File: src/rtl/rtg_pkg.sv
`timescale 1ns/1ps
package rtg_pkg;
    localparam int unsigned TW = 12;
    localparam int unsigned AW = 3;

    typedef enum logic [AW-1:0] {
        SEL_HTOTAL    = 3'd0,
        SEL_HBLANK    = 3'd1,
        SEL_HSYNC_ON  = 3'd2,
        SEL_HSYNC_OFF = 3'd3,
        SEL_VTOTAL    = 3'd4,
        SEL_VBLANK    = 3'd5,
        SEL_CONFIG    = 3'd6
    } reg_sel_e;

    typedef struct packed {
        logic       sl_shift;   // bit 3: report scanline two lines back
        logic       fc_late;    // bit 2: count frames at first visible pixel
        logic [1:0] fs_extra;   // bits 1:0: extra frame-start lines
    } cfg_t;

    localparam int unsigned CFG_W = $bits(cfg_t);

    typedef struct packed {
        logic [TW-1:0] htotal;
        logic [TW-1:0] hblank_on;
        logic [TW-1:0] hsync_on;
        logic [TW-1:0] hsync_off;
        logic [TW-1:0] vtotal;
        logic [TW-1:0] vblank_on;
        cfg_t          cfg;
    } timing_t;

    function automatic logic [TW-1:0] inc_mod(input logic [TW-1:0] v,
                                              input logic [TW-1:0] total);
        return (v >= total - TW'(1)) ? '0 : v + TW'(1);
    endfunction

    function automatic logic [TW-1:0] sub2_mod(input logic [TW-1:0] v,
                                               input logic [TW-1:0] total);
        return (v >= TW'(2)) ? v - TW'(2) : v + total - TW'(2);
    endfunction
endpackage

File: src/rtl/rtg_regs.sv
`timescale 1ns/1ps
module rtg_regs
    import rtg_pkg::*;
#(
    parameter timing_t RESET_VAL = '0
) (
    input  logic          clk,
    input  logic          rst,
    input  logic          wr_en,
    input  logic [AW-1:0] wr_addr,
    input  logic [TW-1:0] wr_data,
    input  logic          latch,
    output timing_t       live
);
    timing_t shadow;

    always_ff @(posedge clk) begin
        if (rst) begin
            shadow <= RESET_VAL;
            live   <= RESET_VAL;
        end else begin
            if (latch)
                live <= shadow;
            if (wr_en) begin
                case (reg_sel_e'(wr_addr))
                    SEL_HTOTAL:    shadow.htotal    <= wr_data;
                    SEL_HBLANK:    shadow.hblank_on <= wr_data;
                    SEL_HSYNC_ON:  shadow.hsync_on  <= wr_data;
                    SEL_HSYNC_OFF: shadow.hsync_off <= wr_data;
                    SEL_VTOTAL:    shadow.vtotal    <= wr_data;
                    SEL_VBLANK:    shadow.vblank_on <= wr_data;
                    SEL_CONFIG:    shadow.cfg       <= cfg_t'(wr_data[CFG_W-1:0]);
                    default: ;
                endcase
            end
        end
    end
endmodule

File: src/rtl/rtg_raster.sv
`timescale 1ns/1ps
module rtg_raster
    import rtg_pkg::*;
(
    input  logic          clk,
    input  logic          rst,
    input  logic [TW-1:0] htotal,
    input  logic [TW-1:0] vtotal,
    output logic [TW-1:0] hpos,
    output logic [TW-1:0] vpos,
    output logic          frame_wrap
);
    logic line_end;

    assign line_end   = hpos >= htotal - TW'(1);
    assign frame_wrap = line_end && (vpos >= vtotal - TW'(1));

    always_ff @(posedge clk) begin
        if (rst) begin
            hpos <= '0;
            vpos <= '0;
        end else begin
            hpos <= inc_mod(hpos, htotal);
            if (line_end)
                vpos <= inc_mod(vpos, vtotal);
        end
    end
endmodule

File: src/rtl/rtg_decode.sv
`timescale 1ns/1ps
module rtg_decode
    import rtg_pkg::*;
(
    input  timing_t       t,
    input  logic [TW-1:0] hpos,
    input  logic [TW-1:0] vpos,
    output logic          hblank,
    output logic          hsync,
    output logic          vblank,
    output logic          vsync,
    output logic          evt_vb,
    output logic          evt_fs,
    output logic          evt_vs,
    output logic [TW-1:0] scanline
);
    logic [TW-1:0] vs_line, vs_end_line, fs_line, raw_line;
    logic          past_hs, at_hs;
    logic          unused_fields;

    assign unused_fields = ^{t.htotal, t.cfg.fc_late};

    assign vs_line     = t.vblank_on + TW'(1);
    assign vs_end_line = t.vblank_on + TW'(2);
    assign fs_line     = t.vblank_on + TW'(1) + TW'(t.cfg.fs_extra);

    assign past_hs = hpos >= t.hsync_on;
    assign at_hs   = hpos == t.hsync_on;

    always_comb begin
        hblank = hpos >= t.hblank_on;
        hsync  = past_hs && (hpos < t.hsync_off);
        vblank = (vpos > t.vblank_on) || ((vpos == t.vblank_on) && past_hs);
        vsync  = ((vpos == vs_line) && past_hs) ||
                 ((vpos == vs_end_line) && !past_hs);
        evt_vb = at_hs && (vpos == t.vblank_on);
        evt_vs = at_hs && (vpos == vs_line);
        evt_fs = (hpos == t.hblank_on) && (vpos == fs_line);
        raw_line = past_hs ? inc_mod(vpos, t.vtotal) : vpos;
        scanline = t.cfg.sl_shift ? sub2_mod(raw_line, t.vtotal) : raw_line;
    end
endmodule

File: src/rtl/rtg_counters.sv
`timescale 1ns/1ps
module rtg_counters #(
    parameter int unsigned CW = 32
) (
    input  logic          clk,
    input  logic          rst,
    input  logic          evt_vb,
    input  logic          frame_wrap,
    input  logic          fc_late,
    output logic [CW-1:0] pixels,
    output logic [CW-1:0] frames
);
    logic frame_tick;

    assign frame_tick = fc_late ? frame_wrap : evt_vb;

    always_ff @(posedge clk) begin
        if (rst) begin
            pixels <= '0;
            frames <= '0;
        end else begin
            pixels <= frame_wrap ? '0 : pixels + CW'(1);
            if (frame_tick)
                frames <= frames + CW'(1);
        end
    end
endmodule

File: src/rtl/raster_timing_gen.sv
`timescale 1ns/1ps
module raster_timing_gen
    import rtg_pkg::*;
#(
    parameter int unsigned H_TOTAL    = 20,
    parameter int unsigned H_BLANK    = 14,
    parameter int unsigned H_SYNC_ON  = 16,
    parameter int unsigned H_SYNC_OFF = 18,
    parameter int unsigned V_TOTAL    = 10,
    parameter int unsigned V_BLANK    = 6,
    parameter int unsigned FS_EXTRA   = 0,
    parameter int unsigned CNT_W      = 32
) (
    input  logic             clk,
    input  logic             rst,
    input  logic             wr_en,
    input  logic [AW-1:0]    wr_addr,
    input  logic [TW-1:0]    wr_data,
    output logic             hblank,
    output logic             hsync,
    output logic             vblank,
    output logic             vsync,
    output logic             evt_vblank,
    output logic             evt_frame,
    output logic             evt_vsync,
    output logic [TW-1:0]    scanline,
    output logic [CNT_W-1:0] pixel_count,
    output logic [CNT_W-1:0] frame_count
);
    localparam timing_t RESET_T = '{
        htotal:    TW'(H_TOTAL),
        hblank_on: TW'(H_BLANK),
        hsync_on:  TW'(H_SYNC_ON),
        hsync_off: TW'(H_SYNC_OFF),
        vtotal:    TW'(V_TOTAL),
        vblank_on: TW'(V_BLANK),
        cfg:       '{sl_shift: 1'b0, fc_late: 1'b0, fs_extra: 2'(FS_EXTRA)}
    };

    timing_t       live;
    logic [TW-1:0] hpos, vpos;
    logic          frame_wrap;

    rtg_regs #(.RESET_VAL(RESET_T)) u_regs (
        .clk(clk), .rst(rst), .wr_en(wr_en), .wr_addr(wr_addr),
        .wr_data(wr_data), .latch(evt_vblank), .live(live)
    );

    rtg_raster u_raster (
        .clk(clk), .rst(rst), .htotal(live.htotal), .vtotal(live.vtotal),
        .hpos(hpos), .vpos(vpos), .frame_wrap(frame_wrap)
    );

    rtg_decode u_decode (
        .t(live), .hpos(hpos), .vpos(vpos),
        .hblank(hblank), .hsync(hsync), .vblank(vblank), .vsync(vsync),
        .evt_vb(evt_vblank), .evt_fs(evt_frame), .evt_vs(evt_vsync),
        .scanline(scanline)
    );

    rtg_counters #(.CW(CNT_W)) u_counters (
        .clk(clk), .rst(rst), .evt_vb(evt_vblank), .frame_wrap(frame_wrap),
        .fc_late(live.cfg.fc_late), .pixels(pixel_count), .frames(frame_count)
    );
endmodule

File: config.mk
export PLATFORM = sky130hd
export DESIGN_NAME = raster_timing_gen
export DESIGN_NICKNAME = d
export VERILOG_FILES = /design/src/rtl/rtg_pkg.sv /design/src/rtl/rtg_regs.sv /design/src/rtl/rtg_raster.sv /design/src/rtl/rtg_decode.sv /design/src/rtl/rtg_counters.sv /design/src/rtl/raster_timing_gen.sv
export SDC_FILE = /design/constraint.sdc
export NUM_CORES = 1
export LEC_CHECK = 0
export ABC_CLOCK_PERIOD_IN_PS = 6100
export BUFFER_PORTS_ARGS = -buffer_cell sky130_fd_sc_hd__buf_2
export CAP_MARGIN = 5
export CORE_UTILIZATION = 55
export CTS_CLUSTER_DIAMETER = 50
export DETAILED_ROUTE_END_ITERATION = 10
export PLACE_DENSITY = 0.76
export SYNTH_ARGS = -nofsm -noshare
export SYNTH_HDL_FRONTEND = slang
export SYNTH_SLANG_ARGS = --single-unit
File: constraint.sdc
create_clock -name clk -period 6.1 [get_ports clk]
set_clock_uncertainty 0.2 [all_clocks]
set_input_delay 0.61 -clock clk [delete_from_list [all_inputs] [get_ports clk]]
set_output_delay 0.61 -clock clk [all_outputs]
set_load 0.01 [all_outputs]
Word level (Yosys, flattened, before mapping)
Index checks and enable logic that the tools add are counted.
W data, S select, Z words.
{"block": "word_totals", "register_bits": 240, "out_inout_bits": 83}
{"block": "op_classes", "n_addsub": 12, "n_lt_le_gt_ge": 7, "eq_ne": 12, "n_mux": 5, "reduce_logical": 21}
{"cell": "$eq A12 B12 Y1", "n": 6}
{"cell": "$add A32 B1 Y32 const B", "n": 2}
{"cell": "$ge A12 B12 Y1", "n": 4}
{"cell": "$mux W12", "n": 4}
{"cell": "$add A12 B1 Y12 const B", "n": 3}
{"cell": "$sub A12 B1 Y12 const B", "n": 2}
{"cell": "$sub A12 B2 Y12 const B", "n": 2}
{"cell": "$reduce_and A2 Y1", "n": 7}
{"cell": "$add A12 B12 Y12", "n": 1}
{"cell": "$add A12 B2 Y12", "n": 1}
{"cell": "$add A12 B2 Y12 const B", "n": 1}
{"cell": "$ge A12 B2 Y1 const B", "n": 1}
{"cell": "$gt A12 B12 Y1", "n": 1}
{"cell": "$lt A12 B12 Y1", "n": 1}
{"cell": "$eq A3 B3 Y1 const B", "n": 3}
{"cell": "$logic_and A1 B1 Y1", "n": 8}
{"cell": "$eq A3 B2 Y1 const B", "n": 2}
{"cell": "$reduce_or A2 Y1", "n": 2}
{"cell": "$eq A3 B1 Y1 const B", "n": 1}
{"cell": "$logic_not A3 Y1", "n": 1}
{"cell": "$logic_or A1 B1 Y1", "n": 2}
{"cell": "$logic_not A1 Y1", "n": 1}
{"cell": "$mux W1", "n": 1}

Depth between registers and ports, before layout
Gate-level depths: netlist of run 1.
{"block": "depth", "word_depth": 8, "mapped_depth": 25}

Modules after synthesis
Synthesis of run 1 repeated with hierarchy kept, for this count alone.
{"block": "unflattened", "hier_cells": 1684, "area_unflattened_um2": 14634.0}
{"module": "rtg_regs", "n_inst": 1, "cells_per_inst": 517, "area_each_um2": 5699.2, "seq_area_each_um2": 3042.9}
{"module": "rtg_decode", "n_inst": 1, "cells_per_inst": 583, "area_each_um2": 4093.9, "seq_area_each_um2": 0.0}
{"module": "rtg_counters", "n_inst": 1, "cells_per_inst": 349, "area_each_um2": 2929.1, "seq_area_each_um2": 1281.2}
{"module": "rtg_raster", "n_inst": 1, "cells_per_inst": 235, "area_each_um2": 1911.8, "seq_area_each_um2": 480.5}

Worst setup path before layout of run 1
OpenSTA, ideal clock, no wires.
{"block": "synth_timing", "path_kind": "reg-to-output", "startpoint": "reg u_regs.live[18] (netlist name)", "endpoint": "out scanline[11]", "t_arrival_ns": 5.143, "setup_slack_ns": 0.147, "stages_incl_launch_ff": 25, "n_path_buf": 0, "path_cell_list": "dfxtp_1 > nor4_1 > nand2_1 > nor4_1 > xnor2_1 > ha_1 > nand3_1 > a21boi_1 > or3_1 > a21oi_1 > nand2_1 > o31ai_1 > inv_1 > ha_1 > inv_1 > ha_1 > nor2b_1 > o21ai_0 > a21oi_1 > o21a_1 > nor2_1 > o21ai_0 > and4_1 > or3_1 > o211ai_1"}
{"block": "synth_between", "elab_chain_cells": 8, "word_cells_on_any_way": 10}
{"item": "$sub A12 B1 Y12", "line_no": "rtg_pkg.sv:36", "rtl": "return (v >= total - TW'(1)) ? '0 : v + TW'(1);"}
{"item": "$ge A12 B12 Y1", "line_no": "rtg_pkg.sv:36"}
{"item": "$mux W12", "line_no": "rtg_pkg.sv:36"}
{"item": "$mux W12", "line_no": "rtg_decode.sv:39", "rtl": "raw_line = past_hs ? inc_mod(vpos, t.vtotal) : vpos;"}
{"item": "$add A12 B12 Y12", "line_no": "rtg_pkg.sv:41", "rtl": "return (v >= TW'(2)) ? v - TW'(2) : v + total - TW'(2);"}
{"item": "$sub A12 B2 Y12", "line_no": "rtg_pkg.sv:41"}
{"item": "$mux W12", "line_no": "rtg_pkg.sv:41"}
{"item": "$mux W12 (*)", "line_no": "rtg_decode.sv:40", "rtl": "scanline = t.cfg.sl_shift ? sub2_mod(raw_line, t.vtotal) : raw_line;"}
{"item": "to (decl)", "line_no": "raster_timing_gen.sv:26", "rtl": "output logic [TW-1:0] scanline,"}
Every way passes the cells marked *; elsewhere a longest branch is shown, timed or not.

Worst setup path in the final report of run 1
{"block": "layout_timing", "startpoint": "reg u_regs.live[18] (netlist name)", "endpoint": "out scanline[11]"}
{"block": "layout_between", "elab_chain_cells": 8, "word_cells_on_any_way": 10}
{"item": "$sub A12 B1 Y12", "line_no": "rtg_pkg.sv:36"}
{"item": "$ge A12 B12 Y1", "line_no": "rtg_pkg.sv:36"}
{"item": "$mux W12", "line_no": "rtg_pkg.sv:36"}
{"item": "$mux W12", "line_no": "rtg_decode.sv:39"}
{"item": "$add A12 B12 Y12", "line_no": "rtg_pkg.sv:41"}
{"item": "$sub A12 B2 Y12", "line_no": "rtg_pkg.sv:41"}
{"item": "$mux W12", "line_no": "rtg_pkg.sv:41"}
{"item": "$mux W12 (*)", "line_no": "rtg_decode.sv:40"}
Marked as above.

==> results.yml, run 1 <==
logic_synthesis:
  synth_seq_cells: 240
  synth_compound_area_frac: 0.162
  synth.cell_area_mm2: 0.0138
  synth-simple-area-share: 0.249
  postSynth.asyncResetShare: 0
  synth_top_family_by_area: "simple AND/OR/NAND/NOR gates"
  synth_largest_area_cell: "dfxtp_1"
  synth_mux_area_frac: 0.00699
  ys_seq_area_frac: 0.349
  syn-num-nets: 1901
  synthAdderAreaFrac: 0.0964
  ys_types: 81
  synth_ff_type: "dfxtp_1"
  synth_xor_area_frac: 0.0845
  synth_top_area_share: 0.349
  ys_top_cells_by_area: "dfxtp_1 35%, nand2_1 9.8%, ha_1 9.4%"
  syn_avg_cell_area_um2: 7.75
  synth_most_common_cell: "nand2_1"
  ys_warn_count: 0
  syn_inst: 1778
  synth_common_cells: "361 x nand2_1, 240 x dfxtp_1, 180 x a21oi_1, 154 x nor2_1, 103 x ha_1"
  synth_edf_count: 0
floorplanning:
  dieArea_mm2: 0.0257
  placementRows: 57
  die-width_um: 160
  boundaryPins: 101
  core_area_mm2: 0.0245
  die_h_um: 160
  initial_core_util: 0.563
placed_design:
  place.gp.congestion: 0.918
  placed_cells: 2157
  portBuffers: 100
  hpwl_um: 25200
  pre_cts_ws_ns: -0.133
clock_network:
  insertion_delay_ns: 0.56
  cts_tree: "built"
  cts_sinks: 240
  cts_root_buf: "clkbuf_16"
  cts_hold_buffers: 0
  htree_levels: 1
  path_clk_slew_ns: 0.06
  cts_buffers: 30
  cts_buffer_depth: 3
grt:
  grt_start_max_net_pins: 105
  grt_pass1_vias: 11900
  overflow: 0
  antenna_found_initial: 0
  grt_usage: 0.279
  grt_pass1_wl_um: 59400
power:
  power_per_cell_area_mw_per_mm2: 218
  switchingPower_mw: 0.816
  clkPwrFrac: 0.510
  irDropWorstVdd_v: 0.000234
  power.internal_mw: 2.65
  combPwrFrac: 0.031
  leakage_nw: 6.31
  power.total_mw: 3.47
  sw_frac_of_total: 0.235
  seqPwrFrac: 0.459
status:
  outcome: "complete, but fails checks"
  violations: "setup timing"
sta:
  fmax_mhz: 158
  final_max_slew_viol_count: 0
  postLayoutSetupSlackWorst_ns: -0.223
  hold_ws_ns: 0.219
  worst_pin_slew_ns: 1.15
  grt_setup_unrepaired: "yes"
  setup_viol: 4
  period_share: 1.04
  relSlewSlack: 0.231
  tns_ns: -0.321
  finalCriticalPeriod_ns: 6.32
  hold_viol: 0
worst_setup_path:
  start_kind: "flop"
  arrival_ns: 5.51
  max_stage_delay_ns: 0.36
  end_kind: "primary output"
  crit_fanout: 5
  r2r_cells: 15
  cp.required_ns: 5.29
  cpMaxStageDelayCell: "nor4_4"
  crit_type: "reg2out"
cells_and_area:
  multiInputGateArea_mm2: 0.00843
  fillers: 2012
  seq_area_mm2: 0.00481
  antenna_cells: 0
  nNetsFinal: 2000
  drive_gt1_frac: 0.142
  areaGrowthSynthToFinish_pct: 15.7
  final_cells: 2224
route:
  drt-vias-per-instance: 5.76
  wl_per_cell_um: 16.5
  first_iter_violations: 989
  num_vias: 12800
  dr.pass1.iters: 5
  antenna_left: 0
  remaining_drc_errors: 0
  wl_um: 36700
worst_hold_path:
  hold_depth: 3
  hp-class: "in2reg"
flow_run:
  max_cap_viol_count: 0
sequential cells by signal, summed over array words and instances, names as in the netlist:
name,count
u_raster.vpos,12
u_counters.pixels,32
u_counters.frames,32
u_regs.shadow,76
u_raster.hpos,12
u_regs.live,76
per-stage QoR:
stage | cell area [µm²] | utilization
after floorplan | 13800 | -
after global placement | 14700 | 0.599
after detailed placement | 14700 | 0.599
after CTS | 15900 | 0.649
after global routing | 16000 | 0.652
final | 16000 | 0.652
cells in the final DEF, fill, tap and decap left out, types with 4 or more instances in the layout:
| cell | count |
|---|---|
| mux2i_1 | 7 |
| nand2b_1 | 13 |
| clkbuf_8 | 6 |
| nand4_1 | 30 |
| a211o_1 | 14 |
| inv_1 | 100 |
| nor3b_1 | 4 |
| buf_2 | 99 |
| or3_1 | 4 |
| o21ai_1 | 4 |
| or4_1 | 4 |
| a21o_1 | 20 |
| nand2_1 | 357 |
| a2111oi_2 | 4 |
| xnor2_1 | 88 |
| a211oi_1 | 16 |
| a21oi_1 | 176 |
| and2_1 | 12 |
| xor2_1 | 44 |
| a31oi_1 | 5 |
| nor2_1 | 150 |
| o21ai_0 | 45 |
| ha_1 | 100 |
| nor2b_1 | 15 |
| nand3_1 | 51 |
| o21a_1 | 8 |
| a2111oi_0 | 10 |
| nand3b_1 | 18 |
| dfxtp_1 | 237 |
| nor4_1 | 10 |
| o211ai_1 | 4 |
| buf_4 | 49 |
| clkbuf_1 | 4 |
| clkbuf_16 | 30 |
| and4_1 | 8 |
| nand2_2 | 4 |
| nor3_1 | 29 |
| and3_1 | 16 |
| a21oi_2 | 4 |
critical path, delay by kind of cell (launching register included):
kind | cells | cell delay, ns
AND/OR/NAND/NOR | 9 | 1.89
buffers and inverters | 4 | 0.40
adder cells (fa/ha/maj) | 4 | 1.10
flip-flops | 1 | 0.33
AO/OA/AOI/OAI | 8 | 1.08
XOR/XNOR | 1 | 0.15
path summary, 6_finish.rpt:
kind	end	slack (ns)	start
worst min register to register	u_regs.live[38]	0.25	u_regs.live[38]
worst min-delay path	u_regs.shadow[60]	0.22	wr_data[8]
worst max-delay path	scanline[11]	-0.22	u_regs.live[18]
worst max register to register	u_counters.frames[27]	1.18	u_regs.live[18]
power groups by stage:
stage          combinational [mW]  clock, mW  sequential, mW
2_1_floorplan              0.0622          0            1.63
3_3_place_gp                0.106          0            1.63
3_5_place_dp                0.108          0            1.63
4_1_cts                     0.108       1.79            1.59
5_1_grt                     0.119       1.86            1.59
6_report                    0.109       1.77            1.59
cell families (layout without fill, tap and decap cells):
group	count (synthesis)	after routing
XOR/XNOR	133	133
multiplexers	9	9
AND/OR/NAND/NOR	753	753
flip-flops	240	240
buffers and inverters	187	309
adder cells (fa/ha/maj)	105	105
AO/OA/AOI/OAI	351	351
layout make-up:
cell class,count,area share
Clock inverter,15,0.0111
Sequential cell,240,0.301
Inverter,103,0.0242
Tap cell,324,0.0254
Clock buffer,40,0.0532
Timing Repair Buffer,151,0.0562
Multi-Input combinational cell,1351,0.528
timing repair:
action / 4_1_cts / 5_1_grt
hold endpoints to repair: 0 / 0
buffers inserted: 8 / 4
endpoints found under the setup margin: 6 / 5
gates resized for setup: 36 / 10
pin swaps: 17 / 8
metal layers:
| layer | GRT usage | vias up | share of wire |
|---|---|---|---|
| li1 | - | 6249 | - |
| met1 | 0.368 | 6024 | 0.43 |
| met2 | 0.470 | 457 | 0.47 |
| met3 | 0.0359 | 85 | 0.067 |
| met4 | 0.0926 | 0 | 0.029 |
| met5 | 0 | - | 0 |
Power figures use the tool's default switching activity.
==> run 2, diff against run 1 <==
RECOVER_POWER = 25   (was default)
==> run 2 against run 1 <==
  * The flow still finishes with violations (setup timing)
  * Core utilization is 0.24 points lower
  * Design area is 0.37% lower
  * Sequential power hardly changed
  * Global-route usage stayed put
  * Critical path type unchanged
==> results.yml, run 2 (same netlist as run 1, synthesis figures left out) <==
grt:
  antenna_found_initial: 0
  overflow: 0
  grt_pass1_vias: 11900
  grt_usage: 0.279
  grt_start_max_net_pins: 105
  grt_pass1_wl_um: 59400
sta:
  relSlewSlack: 0.240
  finalCriticalPeriod_ns: 6.33
  tns_ns: -0.318
  hold_viol: 0
  final_max_slew_viol_count: 0
  worst_pin_slew_ns: 1.14
  period_share: 1.04
  grt_setup_unrepaired: "yes"
  fmax_mhz: 158
  postLayoutSetupSlackWorst_ns: -0.228
  setup_viol: 3
power:
  switchingPower_mw: 0.816
  power.internal_mw: 2.65
  irDropWorstVdd_v: 0.000234
  clkPwrFrac: 0.510
  sw_frac_of_total: 0.235
  leakage_nw: 6.11
  combPwrFrac: 0.032
  seqPwrFrac: 0.459
  power_per_cell_area_mw_per_mm2: 218
clock_network:
  cts_root_buf: "clkbuf_16"
  insertion_delay_ns: 0.56
  path_clk_slew_ns: 0.06
  cts_buffer_depth: 3
  cts_tree: "built"
  htree_levels: 1
  cts_hold_buffers: 0
  cts_sinks: 240
  cts_buffers: 30
worst_setup_path:
  end_kind: "primary output"
  cpMaxStageDelayCell: "nor4_4"
  max_stage_delay_ns: 0.36
  crit_type: "reg2out"
  cp.required_ns: 5.29
  start_kind: "flop"
  arrival_ns: 5.52
  crit_fanout: 5
floorplanning:
  core_area_mm2: 0.0245
  boundaryPins: 101
  dieArea_mm2: 0.0257
  initial_core_util: 0.563
  die_h_um: 160
  die-width_um: 160
  placementRows: 57
cells_and_area:
  largestRegisters: "u_regs.live x76, u_regs.shadow x76"
  nNetsFinal: 2000
  areaGrowthSynthToFinish_pct: 15.3
  final_cell_mix: "357 x nand2_1, 237 x dfxtp_1, 176 x a21oi_1"
  fillers: 2046
  final_cells: 2224
  drive_gt1_frac: 0.117
  antenna_cells: 0
  final_common_cell: "nand2_1"
status:
  violations: "setup timing"
  outcome: "complete, but fails checks"
worst_hold_path:
  hp-class: "in2reg"
route:
  wl_per_cell_um: 16.5
  first_iter_violations: 939
  wl_um: 36700
  remaining_drc_errors: 0
  dr.pass1.iters: 6
  antenna_left: 0
  drt-vias-per-instance: 5.79
  num_vias: 12900
placed_design:
  placed_cells: 2157
  place.gp.congestion: 0.918
  portBuffers: 100
  hpwl_um: 25200
flow_run:
  max_cap_viol_count: 0
## run 2: cell types whose count changed in the layout (fill, tap and decap cells not counted), sizes merged
| cell | before | now |
|---|---|---|
| clkbuf | 40 | 87 |
| buf | 151 | 104 |
## run 2: final timing paths
kind,endpoint,slack [ns],depth (start not counted),startpoint
setup / recovery,scanline[11],-0.23,26,u_regs.live[18]
hold / removal,u_regs.shadow[61],0.21,3,wr_data[9]
setup reg to reg,u_counters.frames[27],1.19,15,u_regs.live[18]
hold reg to reg,u_regs.live[38],0.25,2,u_regs.live[38]
## run 2: power by group through the flow
stage	sequential (mW)	clock, mW	combinational (mW)
floorplan	1.63	0	0.0622
global placement	1.63	0	0.106
detailed placement	1.63	0	0.108
CTS	1.59	1.79	0.108
global route	1.59	1.86	0.119
finish	1.59	1.77	0.109
## run 2: cell type report
class,instances,area [µm²],share of cell area
clock inverters,15,176,0.0111
inverters,103,387,0.0243
multi-input cells,1351,8430,0.530
flip-flops and latches,240,4810,0.303
well taps,324,405,0.0255
clock buffers,40,848,0.0534
repair buffers,151,838,0.0528
## run 2: repair_timing
item / in CTS / in global routing
endpoints found under the setup margin: 6 / 5
hold endpoints to repair: 0 / 0
gates resized for setup: 36 / 10
pin swaps: 17 / 8
setup buffers: 8 / 4
## run 2: per-layer routing
layer  global-route usage  vias up  wire [µm]
met1                0.368     6086      15800
met3               0.0359       92       2630
li1                     -     6250          -
met5                    0        -          0
met4               0.0926        0       1100
met2                0.470      460      17200
## run 2: worst max-delay path: cells and delay by family, from the launching register on
family	cells	cell delay, ns
and+or+nand+nor	9	1.89
DFF	1	0.33
AOI/OAI and AO/OA	8	1.08
buffers and inverters	4	0.40
xor gates and xnor gates	1	0.15
adders and majority gates	4	1.10
## run 2: stage by stage
step | utilization | hold WS (ns) | instance area (µm²) | worst slack [ns] | power, mW
2_1_floorplan | - | 0.232 | 13800 | 0.147 | 1.69
3_3_place_gp | 0.599 | 0.238 | 14700 | 0.0508 | 1.73
3_5_place_dp | 0.599 | 0.245 | 14700 | -0.133 | 1.73
4_1_cts | 0.649 | 0.196 | 15900 | -0.0964 | 3.49
5_1_grt | 0.650 | 0.202 | 15900 | -0.495 | 3.57
6_report | 0.650 | 0.215 | 15900 | -0.228 | 3.47
==> run 3, diff against run 2 <==
ABC_CLOCK_PERIOD_IN_PS = 6800   (was 6100)
CORE_MARGIN = 1   (was default)
CORE_UTILIZATION = 60   (was 55)
PLACE_DENSITY = 0.78   (was 0.76)
clock period = 6.8 ns   (was 6.1 ns; I/O delays follow)
==> run 3 against run 2 <==
  * The run now ends clean
  * Cell count is 3.3% lower
  * Register-to-register slack better by 1.6 ns
  * Worst setup slack better by 0.53 ns
  * Critical endpoint unchanged
  * Largest cell class unchanged
  * Largest power group unchanged
  * Highest routed layer unchanged
==> results.yml, run 3 (same netlist as run 1, synthesis figures left out) <==
status:
  outcome: "finished, final reports clean"
grt:
  overflow: 0
  grt_start_max_net_pins: 121
  grt_usage: 0.299
  grt_pass1_wl_um: 58500
  grt_pass1_vias: 11900
  antenna_found_initial: 0
sta:
  relSlewSlack: 0.315
  postLayoutSetupSlackWorst_ns: 0.301
  worst_pin_slew_ns: 1.02
  setup_viol: 0
  final_max_slew_viol_count: 0
  tns_ns: 0
  finalCriticalPeriod_ns: 6.50
  fmax_mhz: 154
  hold_viol: 0
  period_share: 0.956
route:
  drt-vias-per-instance: 5.85
  dr.pass1.iters: 7
  wl_um: 35500
  first_iter_violations: 830
  route.met3.wl_um: 2330
  num_vias: 12600
  routedLengthMet1_um: 15500
  wl_per_cell_um: 16.5
  dr_wl_met2_um: 16400
  top_layer: "met4"
  antenna_left: 0
  remaining_drc_errors: 0
clock_network:
  cts_buffers: 30
  cts_sinks: 240
  insertion_delay_ns: 0.56
  path_clk_slew_ns: 0.06
  cts_buffer_depth: 3
  cts_tree: "built"
  cts_root_buf: "clkbuf_16"
  htree_levels: 1
worst_setup_path:
  start_kind: "flop"
  critPathLaunch: "u_regs.live[19]"
  r2r_cells: 14
  end_kind: "primary output"
  worstReg2RegEnd: "u_counters.frames[31]"
  crit_type: "reg2out"
  crit_fanout: 6
  cp.required_ns: 5.92
  reg2reg_slack_ns: 2.74
  endpoint: "scanline[11]"
  arrival_ns: 5.62
  timing.rr.start: "u_regs.live[19]"
floorplanning:
  core_area_mm2: 0.0226
  initial_core_util: 0.611
  die_h_um: 154
  boundaryPins: 101
  dieArea_mm2: 0.0236
  placementRows: 55
  die-width_um: 154
flow_run:
  max_cap_viol_count: 0
power:
  leakage_nw: 6.00
  irDropWorstVdd_v: 0.000220
  power_per_cell_area_mw_per_mm2: 205
cells_and_area:
  final_util: 0.688
  nNetsFinal: 1965
  final_common_cell: "nand2_1"
  areaGrowthSynthToFinish_pct: 12.6
  final_cell_mix: "357 x nand2_1, 240 x dfxtp_1, 179 x a21oi_1"
  drive_gt1_frac: 0.0938
  largestRegisters: "u_regs.live x76, u_regs.shadow x76"
  antenna_cells: 0
placed_design:
  place.gp.congestion: 0.921
  portBuffers: 100
  hpwl_um: 24300
  pre_cts_ws_ns: 0.469
worst_hold_path:
  hp-class: "reg2reg"
==> run 3: changes by cell type in the layout (fill, tap and decap cells not counted), sizes merged <==
| cell | before | now |
|---|---|---|
| buf | 104 | 76 |
| clkbuf | 87 | 77 |
| clkinv | 8 | 11 |
| clkinvlp | 3 | 0 |
| bufinv | 1 | 3 |
| inv | 106 | 108 |
==> run 3: where the power goes <==
part,total [mW],switching (mW),internal [mW]
clock,1.66,0.657,1.01
sequential,1.43,0.0107,1.42
combinational,0.0922,0.0657,0.0266
==> run 3: timing repair <==
item | CTS | global route
setup endpoints to repair | 1 | 3
setup buffers | 0 | 4
pin swaps | 0 | 3
resized for setup | 3 | 13
hold buffers | 0 | 0
==> run 3: layout make-up <==
| cell class | count | area [µm²] |
|---|---|---|
| multi-input combinational | 1351 | 8320 |
| clock buffer | 37 | 837 |
| timing repair buffer | 116 | 577 |
| tap | 285 | 357 |
| fill | 1865 | 7050 |
| clock inverter | 19 | 239 |
| sequential | 240 | 4800 |
| inverter | 103 | 387 |
==> run 3: worst min-delay path by stage <==
stage / cells after the start / to / slack (ns) / startpoint
3_3_place_gp: 2 / u_regs.live[56] / 0.24 / u_regs.live[56]
4_1_cts: 3 / u_regs.shadow[38] / 0.25 / wr_data[10]
2_1_floorplan: 2 / u_regs.live[30] / 0.23 / u_regs.live[30]
5_1_grt: 3 / u_regs.shadow[75] / 0.24 / wr_data[11]
3_5_place_dp: 2 / u_regs.live[59] / 0.24 / u_regs.live[59]
6_report: 2 / u_regs.live[59] / 0.25 / u_regs.live[59]
==> run 3: critical path, cell delays in order, from the launching register on <==
cell	delay (ns)
dfxtp_1	0.36
nor4_4	0.36
nand2_2	0.12
nor2_1	0.15
xnor2_1	0.14
ha_1	0.28
a21oi_1	0.15
a21boi_1	0.11
or3_4	0.41
a21oi_2	0.18
buf_4	0.18
a22oi_1	0.09
o21a_1	0.20
ha_1	0.32
fa_1	0.46
nor2b_1	0.13
o21ai_1	0.08
a21oi_1	0.18
o21a_1	0.15
nor2_2	0.06
o21ai_2	0.18
a2111oi_0	0.11
or3_1	0.36
o211ai_1	0.17
buf_2	0.16
==> run 3: metal layers <==
| metal | vias to the layer above | track usage |
|---|---|---|
| li1 | 6192 | - |
| met1 | 5893 | 0.388 |
| met2 | 410 | 0.505 |
| met3 | 97 | 0.0409 |
| met4 | 0 | 0.113 |
| met5 | - | 0 |
==> run 3: metrics by stage <==
stage          total power, mW  instances  instance area, µm²  hold slack [ns]
3_5_place_dp              1.55       2091               14400            0.244
6_report                  3.18       2151               15500            0.252
3_3_place_gp              1.55       2091               14400            0.240
4_1_cts                   3.21       2147               15500            0.246
5_1_grt                   3.28       2151               15500            0.245
2_1_floorplan             1.51       1778               13800            0.232
